File: config.mk
export PLATFORM = sky130hd
export DESIGN_NAME = uart_fc
export DESIGN_NICKNAME = d
export VERILOG_FILES = /design/src/rtl/uart_fc_pkg.sv /design/src/rtl/uart_fc_sync.sv /design/src/rtl/uart_fc_tx.sv /design/src/rtl/uart_fc_rx.sv /design/src/rtl/uart_fc.sv
export SDC_FILE = /design/constraint.sdc
export NUM_CORES = 1
export LEC_CHECK = 0
export BUFFER_PORTS_ARGS = -buffer_cell sky130_fd_sc_hd__buf_2
export CAP_MARGIN = 20
export CORE_MARGIN = 10
export CORE_UTILIZATION = 38
export CTS_BUF_LIST = sky130_fd_sc_hd__clkbuf_2 sky130_fd_sc_hd__clkbuf_4 sky130_fd_sc_hd__clkbuf_8
export CTS_CLUSTER_SIZE = 12
export DETAILED_ROUTE_END_ITERATION = 6
export SYNTH_ARGS = -nofsm -noshare
export SYNTH_HDL_FRONTEND = slang
export SYNTH_HIERARCHICAL = 1
export SYNTH_SLANG_ARGS = --single-unit
File: constraint.sdc
create_clock -name clk_i -period 7.3 [get_ports clk_i]
set_clock_uncertainty 0.2 [all_clocks]
set_input_delay 1.46 -clock clk_i [delete_from_list [all_inputs] [get_ports clk_i]]
set_output_delay 1.46 -clock clk_i [all_outputs]
set_load 0.05 [all_outputs]
File: src/rtl/uart_fc_pkg.sv
package uart_fc_pkg;
  localparam int BYTE_W  = 8;
  localparam int FRAME_W = BYTE_W + 2;

  typedef enum logic [2:0] {
    FC_OFF    = 3'd0,
    FC_RTSCTS = 3'd1,
    FC_DTRDSR = 3'd2,
    FC_INBAND = 3'd3,
    FC_NONE   = 3'd4
  } fc_mode_e;
endpackage

File: src/rtl/uart_fc_sync.sv
module uart_fc_sync #(
  parameter int           W       = 1,
  parameter logic [W-1:0] RST_VAL = '1
) (
  input  logic         clk_i,
  input  logic         rst_ni,
  input  logic [W-1:0] d_i,
  output logic [W-1:0] q_o
);
  logic [W-1:0] s1_q, s2_q;

  always_ff @(posedge clk_i or negedge rst_ni) begin
    if (!rst_ni) begin
      s1_q <= RST_VAL;
      s2_q <= RST_VAL;
    end else begin
      s1_q <= d_i;
      s2_q <= s1_q;
    end
  end

  assign q_o = s2_q;
endmodule

File: src/rtl/uart_fc_tx.sv
module uart_fc_tx
  import uart_fc_pkg::*;
#(
  parameter int DIV_W = 16
) (
  input  logic              clk_i,
  input  logic              rst_ni,
  input  logic [DIV_W-1:0]  div_i,
  input  logic              start_i,
  input  logic [BYTE_W-1:0] data_i,
  output logic              busy_o,
  output logic              txd_o
);
  localparam int IDX_W = $clog2(FRAME_W);

  logic               busy_q;
  logic [DIV_W-1:0]   cnt_q;
  logic [IDX_W-1:0]   idx_q;
  logic [FRAME_W-1:0] sh_q;

  always_ff @(posedge clk_i or negedge rst_ni) begin
    if (!rst_ni) begin
      busy_q <= 1'b0;
      cnt_q  <= '0;
      idx_q  <= '0;
      sh_q   <= '1;
    end else if (!busy_q) begin
      if (start_i) begin
        busy_q <= 1'b1;
        sh_q   <= {1'b1, data_i, 1'b0};
        cnt_q  <= '0;
        idx_q  <= '0;
      end
    end else if (cnt_q == div_i - DIV_W'(1)) begin
      cnt_q <= '0;
      sh_q  <= {1'b1, sh_q[FRAME_W-1:1]};
      if (idx_q == IDX_W'(FRAME_W - 1)) busy_q <= 1'b0;
      else                              idx_q  <= idx_q + 1'b1;
    end else begin
      cnt_q <= cnt_q + 1'b1;
    end
  end

  assign busy_o = busy_q;
  assign txd_o  = busy_q ? sh_q[0] : 1'b1;
endmodule

File: src/rtl/uart_fc_rx.sv
module uart_fc_rx
  import uart_fc_pkg::*;
#(
  parameter int DIV_W = 16
) (
  input  logic              clk_i,
  input  logic              rst_ni,
  input  logic [DIV_W-1:0]  div_i,
  input  logic              en_i,
  input  logic              rxd_i,
  output logic [BYTE_W-1:0] byte_o,
  output logic              stb_o
);
  localparam int BIT_W = $clog2(BYTE_W);

  typedef enum logic [1:0] {RX_IDLE, RX_START, RX_DATA, RX_STOP} rx_st_e;

  rx_st_e            st_q;
  logic [DIV_W-1:0]  cnt_q;
  logic [BIT_W-1:0]  idx_q;
  logic [BYTE_W-1:0] sh_q;
  logic [DIV_W-1:0]  half;
  logic              at_end;

  assign half   = div_i >> 1;
  assign at_end = (cnt_q == div_i - DIV_W'(1));

  always_ff @(posedge clk_i or negedge rst_ni) begin
    if (!rst_ni) begin
      st_q   <= RX_IDLE;
      cnt_q  <= '0;
      idx_q  <= '0;
      sh_q   <= '0;
      byte_o <= '0;
      stb_o  <= 1'b0;
    end else begin
      stb_o <= 1'b0;
      if (!en_i) begin
        st_q <= RX_IDLE;
      end else begin
        unique case (st_q)
          RX_IDLE: if (!rxd_i) begin
            st_q  <= RX_START;
            cnt_q <= '0;
          end
          RX_START: begin
            if (cnt_q == half - DIV_W'(1)) begin
              cnt_q <= '0;
              idx_q <= '0;
              st_q  <= rxd_i ? RX_IDLE : RX_DATA;
            end else begin
              cnt_q <= cnt_q + 1'b1;
            end
          end
          RX_DATA: begin
            if (at_end) begin
              cnt_q <= '0;
              sh_q  <= {rxd_i, sh_q[BYTE_W-1:1]};
              if (idx_q == BIT_W'(BYTE_W - 1)) st_q  <= RX_STOP;
              else                             idx_q <= idx_q + 1'b1;
            end else begin
              cnt_q <= cnt_q + 1'b1;
            end
          end
          RX_STOP: begin
            if (at_end) begin
              cnt_q <= '0;
              st_q  <= RX_IDLE;
              if (rxd_i) begin
                byte_o <= sh_q;
                stb_o  <= 1'b1;
              end
            end else begin
              cnt_q <= cnt_q + 1'b1;
            end
          end
          default: st_q <= RX_IDLE;
        endcase
      end
    end
  end
endmodule

File: src/rtl/uart_fc.sv
module uart_fc
  import uart_fc_pkg::*;
#(
  parameter int DIV_W = 16
) (
  input  logic              clk_i,
  input  logic              rst_ni,
  input  logic [2:0]        mode_i,
  input  logic [DIV_W-1:0]  baud_div_i,
  input  logic [BYTE_W-1:0] xon_char_i,
  input  logic [BYTE_W-1:0] xoff_char_i,
  input  logic              dtr_we_i,
  input  logic              dtr_wdata_i,
  input  logic [1:0]        gpio_out_i,
  output logic [1:0]        gpio_in_o,
  input  logic [BYTE_W-1:0] tx_data_i,
  input  logic              tx_valid_i,
  output logic              tx_ready_o,
  output logic [BYTE_W-1:0] rx_data_o,
  output logic              rx_valid_o,
  input  logic              rx_read_i,
  output logic              tx_o,
  input  logic              rx_i,
  output logic              rts_no,
  input  logic              cts_ni,
  output logic              dtr_no,
  input  logic              dsr_ni
);
  logic is_off, is_rc, is_dd, is_ib;
  assign is_off = (mode_i == FC_OFF);
  assign is_rc  = (mode_i == FC_RTSCTS);
  assign is_dd  = (mode_i == FC_DTRDSR);
  assign is_ib  = (mode_i == FC_INBAND);

  // synchronizers: {dsr, cts, rx}
  logic [2:0] pins_s;
  logic       rx_s, cts_s, dsr_s;
  uart_fc_sync #(.W(3), .RST_VAL(3'b111)) u_sync (
    .clk_i, .rst_ni,
    .d_i ({dsr_ni, cts_ni, rx_i}),
    .q_o (pins_s)
  );
  assign {dsr_s, cts_s, rx_s} = pins_s;
  assign gpio_in_o = {cts_s, rx_s};

  // terminal-ready level
  logic dtr_q;
  always_ff @(posedge clk_i or negedge rst_ni) begin
    if (!rst_ni)       dtr_q <= 1'b1;
    else if (dtr_we_i) dtr_q <= dtr_wdata_i;
  end
  assign dtr_no = ~dtr_q;

  // receive path
  logic [BYTE_W-1:0] rx_byte;
  logic              rx_stb;
  uart_fc_rx #(.DIV_W(DIV_W)) u_rx (
    .clk_i, .rst_ni,
    .div_i  (baud_div_i),
    .en_i   (!is_off),
    .rxd_i  (rx_s),
    .byte_o (rx_byte),
    .stb_o  (rx_stb)
  );

  logic              is_xon_c, is_xoff_c, store;
  assign is_xoff_c = is_ib && (rx_byte == xoff_char_i);
  assign is_xon_c  = is_ib && (rx_byte == xon_char_i);
  assign store     = rx_stb && !is_xoff_c && !is_xon_c;

  logic              hold_full_q, stg_full_q;
  logic [BYTE_W-1:0] hold_q, stg_q;
  logic              hold_full_d, stg_full_d;
  logic [BYTE_W-1:0] hold_d, stg_d;
  logic              pop;
  assign pop = rx_read_i && hold_full_q;

  always_comb begin
    hold_full_d = hold_full_q;
    hold_d      = hold_q;
    stg_full_d  = stg_full_q;
    stg_d       = stg_q;
    if (pop) begin
      if (stg_full_d) begin
        hold_d     = stg_d;
        stg_full_d = 1'b0;
      end else begin
        hold_full_d = 1'b0;
      end
    end
    if (store) begin
      if (!hold_full_d) begin
        hold_full_d = 1'b1;
        hold_d      = rx_byte;
      end else if (!stg_full_d) begin
        stg_full_d = 1'b1;
        stg_d      = rx_byte;
      end
    end
  end

  always_ff @(posedge clk_i or negedge rst_ni) begin
    if (!rst_ni) begin
      hold_full_q <= 1'b0;
      stg_full_q  <= 1'b0;
      hold_q      <= '0;
      stg_q       <= '0;
    end else begin
      hold_full_q <= hold_full_d;
      stg_full_q  <= stg_full_d;
      hold_q      <= hold_d;
      stg_q       <= stg_d;
    end
  end

  assign rx_valid_o = hold_full_q;
  assign rx_data_o  = hold_q;

  // transmit path
  logic              tx_busy, tx_start, txd;
  logic [BYTE_W-1:0] tx_sel;
  logic              txh_full_q;
  logic [BYTE_W-1:0] txh_q;
  logic              paused_q, xoff_pend_q, xon_pend_q;
  logic              gate, send_xoff, send_xon, send_data;

  always_comb begin
    unique case (mode_i)
      FC_OFF:    gate = 1'b0;
      FC_RTSCTS: gate = !cts_s;
      FC_DTRDSR: gate = !dsr_s;
      FC_INBAND: gate = !paused_q;
      default:   gate = 1'b1;
    endcase
  end

  assign send_xoff = !tx_busy && is_ib && xoff_pend_q;
  assign send_xon  = !tx_busy && is_ib && !xoff_pend_q && xon_pend_q;
  assign send_data = !tx_busy && !send_xoff && !send_xon && txh_full_q && gate;
  assign tx_start  = send_xoff || send_xon || send_data;
  assign tx_sel    = send_xoff ? xoff_char_i : send_xon ? xon_char_i : txh_q;

  assign tx_ready_o = !txh_full_q && !is_off;

  always_ff @(posedge clk_i or negedge rst_ni) begin
    if (!rst_ni) begin
      txh_full_q <= 1'b0;
      txh_q      <= '0;
    end else if (tx_valid_i && tx_ready_o) begin
      txh_full_q <= 1'b1;
      txh_q      <= tx_data_i;
    end else if (send_data) begin
      txh_full_q <= 1'b0;
    end
  end

  always_ff @(posedge clk_i or negedge rst_ni) begin
    if (!rst_ni) begin
      paused_q    <= 1'b0;
      xoff_pend_q <= 1'b0;
      xon_pend_q  <= 1'b0;
    end else if (!is_ib) begin
      paused_q    <= 1'b0;
      xoff_pend_q <= 1'b0;
      xon_pend_q  <= 1'b0;
    end else begin
      if (rx_stb && is_xoff_c)     paused_q <= 1'b1;
      else if (rx_stb && is_xon_c) paused_q <= 1'b0;
      if (!hold_full_q && hold_full_d) begin
        xoff_pend_q <= 1'b1;
        xon_pend_q  <= 1'b0;
      end else if (hold_full_q && !hold_full_d) begin
        xon_pend_q  <= 1'b1;
        xoff_pend_q <= 1'b0;
      end else begin
        if (send_xoff) xoff_pend_q <= 1'b0;
        if (send_xon)  xon_pend_q  <= 1'b0;
      end
    end
  end

  uart_fc_tx #(.DIV_W(DIV_W)) u_tx (
    .clk_i, .rst_ni,
    .div_i   (baud_div_i),
    .start_i (tx_start),
    .data_i  (tx_sel),
    .busy_o  (tx_busy),
    .txd_o   (txd)
  );

  assign tx_o   = is_off ? gpio_out_i[0] : txd;
  assign rts_no = is_off ? gpio_out_i[1] : (is_rc && hold_full_q && stg_full_q);

  logic unused_dd;
  assign unused_dd = is_dd;
endmodule

==> results.cfg <==
[drt]
wl_met3_mm = 1.25
vias = 6552
drc = 0
first_pass_iters = 5
drtIter0Drc = 543
highest_layer = met4
vias_per_cell = 5.78
met1_length_mm = 9.63
met2WireLength_mm = 9.00
wl_per_cell_um = 17.8
routed_wl_mm = 20.1
antenna_left = 0

[finish]
finalInstanceArea_um2 = 8170
synthToLayoutAreaGrowth_pct = 8.75
multi_input_area_um2 = 4490
layout.nets = 928
fill_cells = 1952
seqCellArea_um2 = 2650
drive_gt1_share_pct = 18.5
n_antenna_cell = 0

[global_routing]
gr-total-overflow = 0
grt_max_degree = 66
grt_pass1_wl_mm = 33.5
grt_use_total_pct = 15.5
grt_antenna_before_repair = 0
grt_pass1_vias = 6171

[timing]
worst_pin_slew_ns = 0.873
worst_slack_ns = 2.43
timing.fmax_ghz = 0.205
relSlewSlack_pct = 41.8
finalSetupTns_ns = 0
report.final.slew_viol_count = 0
hold_viol_final = 0
rsz0062_at_grt = false
period_needed_ns = 4.87
finalSetupViolations = 0
period_share_pct = 66.7

[die]
row_count = 51
ioPinCount = 69
die_area_um2 = 25800
die_w_um = 161
initial_core_util_pct = 38.6
core_area_um2 = 19500
chipHeight_um = 161

[synthesis]
ys_seq_area_share_pct = 35.2
ys_seq_elements = 105
synthCells = 828
synth_area_leaders = dfrtp_1 30%, dfstp_2 5.6%, xnor2_1 4.2%
synth_nets = 892
synth_cell_types = 86
synth_edf_count = 0
synth_largest_area_cell = dfrtp_1
ys_warn_count = 6
synth_top_area_share_pct = 29.7
netlist_area_um2 = 7510
avgSynthCellArea_um2 = 9.07
ys.flop_type = dfrtp_1
synthArstFlopShare_pct = 100
synth_commonest_cells = 89 x dfrtp_1, 83 x nand2_1, 37 x nand3_1, 36 x xnor2_1, 33 x a21oi_1
yosysMostFrequentCell = dfrtp_1

[critical_path]
cp-start-kind = input port
crit_fanout = 17
worstSetupPathType = input port to flip-flop
cp-end-kind = flip-flop
arrival_ns = 4.94
worstPathRequired_ns = 7.37

[clocking]
ctsResizeCount = 0
cts_inserted_buffers = 9
htreeDepth = 3
cts.clk_slew.worst_paths_ns = 0.10
postCtsSetupRepairBufs = 0
ctsHoldBuffers = 0
cts_tree = yes
clockBufferDepth = 2
clock_latency_ns = 0.39
cts_sinks = 105
root_buffer = clkbuf_8

[pwr]
p_leak_uw = 0.00349
power.total_uw = 1850
combPwrFrac_pct = 33.9
powerDensity_nw_per_um2 = 227
ir_worst_vdd_v = 0.0000931
switchingPower_uw = 745
p_seq_share_pct = 46.2
p_sw_share_pct = 40.2
power.internal_uw = 1110
pwr-share-clk_pct = 19.9

[placement]
place_area_um2 = 7970
gp_congestion = 0.853
dp_hpwl_mm = 14.6
place.port_buffers = 68
dp_slack_ns = 2.07

[outcome]
status = complete, no violations

[min_path]
holdCritPathClass = flip-flop to flip-flop

[run]
cap_violations = 0
[per-stage QoR]
stage / std cells / util [%] / hold slack, ns
5_1_grt: 1134 / 42.0 / 0.167
2_1_floorplan: 828 / - / 0.145
3_3_place_gp: 1118 / 41.0 / 0.146
4_1_cts: 1134 / 42.0 / 0.163
3_5_place_dp: 1118 / 41.0 / 0.147
6_report: 1134 / 42.0 / 0.161
[registers in the layout, summed over array words and instances, names as in the netlist, 4 cells and up]
name / count
u_rx/cnt_q: 16
u_tx/cnt_q: 16
u_tx/sh_q: 9
rx_data_o: 8
stg_q: 8
txh_q: 8
u_rx/byte_o: 8
u_rx/sh_q: 8
u_tx/idx_q: 4
[area by class of cell]
class / count / area share [%]
well taps: 265 / 4.06
clock inverters: 7 / 0.858
inverters: 31 / 1.42
clock buffers: 9 / 1.52
multi-input cells: 643 / 55.0
flip-flops and latches: 105 / 32.4
repair buffers: 74 / 4.75
[final timing paths]
| check | from | to | slack, ns | cells past startpoint |
|---|---|---|---|---|
| max | baud_div_i[2] | u_rx/cnt_q[4] | 2.43 | 11 |
| min | u_sync/s1_q[0] | u_sync/q_o[0] | 0.16 | 0 |
| max reg2reg | u_rx/cnt_q[2] | u_rx/cnt_q[4] | 3.93 | 7 |
| min reg2reg | u_sync/s1_q[0] | u_sync/q_o[0] | 0.16 | 0 |
| max in group asynchronous | rst_ni | u_tx/cnt_q[7] | 4.81 | 2 |
| min in group asynchronous | rst_ni | rx_data_o[2] | 0.82 | 1 |
[power groups by stage]
stage	combinational (µW)	sequential, µW	clock, µW
after global routing	703	878	413
after floorplan	533	778	0
after global placement	612	866	0
after detailed placement	623	865	0
after CTS	625	855	390
final	629	856	368
[layer usage]
metal	vias up	global-route usage, %
met2	221	23.1
met4	0	3.88
met3	22	3.48
met5	-	0
li1	3145	-
met1	3164	22.1
[worst max-delay path, cell delays in order]
cell       delay, ns
buf_2           0.19
inv_1           0.08
ha_1            0.25
or4b_1          0.52
o311ai_1        0.30
a21oi_1         0.13
nor3_2          0.32
nor4_4          0.11
o2bb2ai_2       0.62
nand2_1         0.50
o311ai_0        0.44
[logic make-up (layout without fill, tap and decap cells)]
family,count (synthesis),in the layout,synth area share (%)
adders and majority gates,10,10,1.67
AOI/OAI and AO/OA,216,216,20.6
muxes,48,48,7.25
and+or+nand+nor,301,301,22.4
xor gates and xnor gates,68,68,7.93
buffers and inverters,80,121,4.96
DFF,105,105,35.2
[cells in the final DEF, fill, tap and decap left out, types with 13 or more instances in the layout]
master,n
dfrtp_1,89
nand2_1,83
buf_2,67
nand3_1,37
xnor2_1,36
a21oi_1,33
xor2_1,32
nor2_1,31
inv_1,29
o211ai_1,23
o21ai_0,23
mux2i_1,21
o22ai_1,20
or3_1,19
dfstp_2,16
o21ai_1,15
a31oi_1,15
nor4_1,14
nor3_1,13
a211oi_1,13
o31ai_1,13
Note: power is estimated with default switching activity, not from simulation.
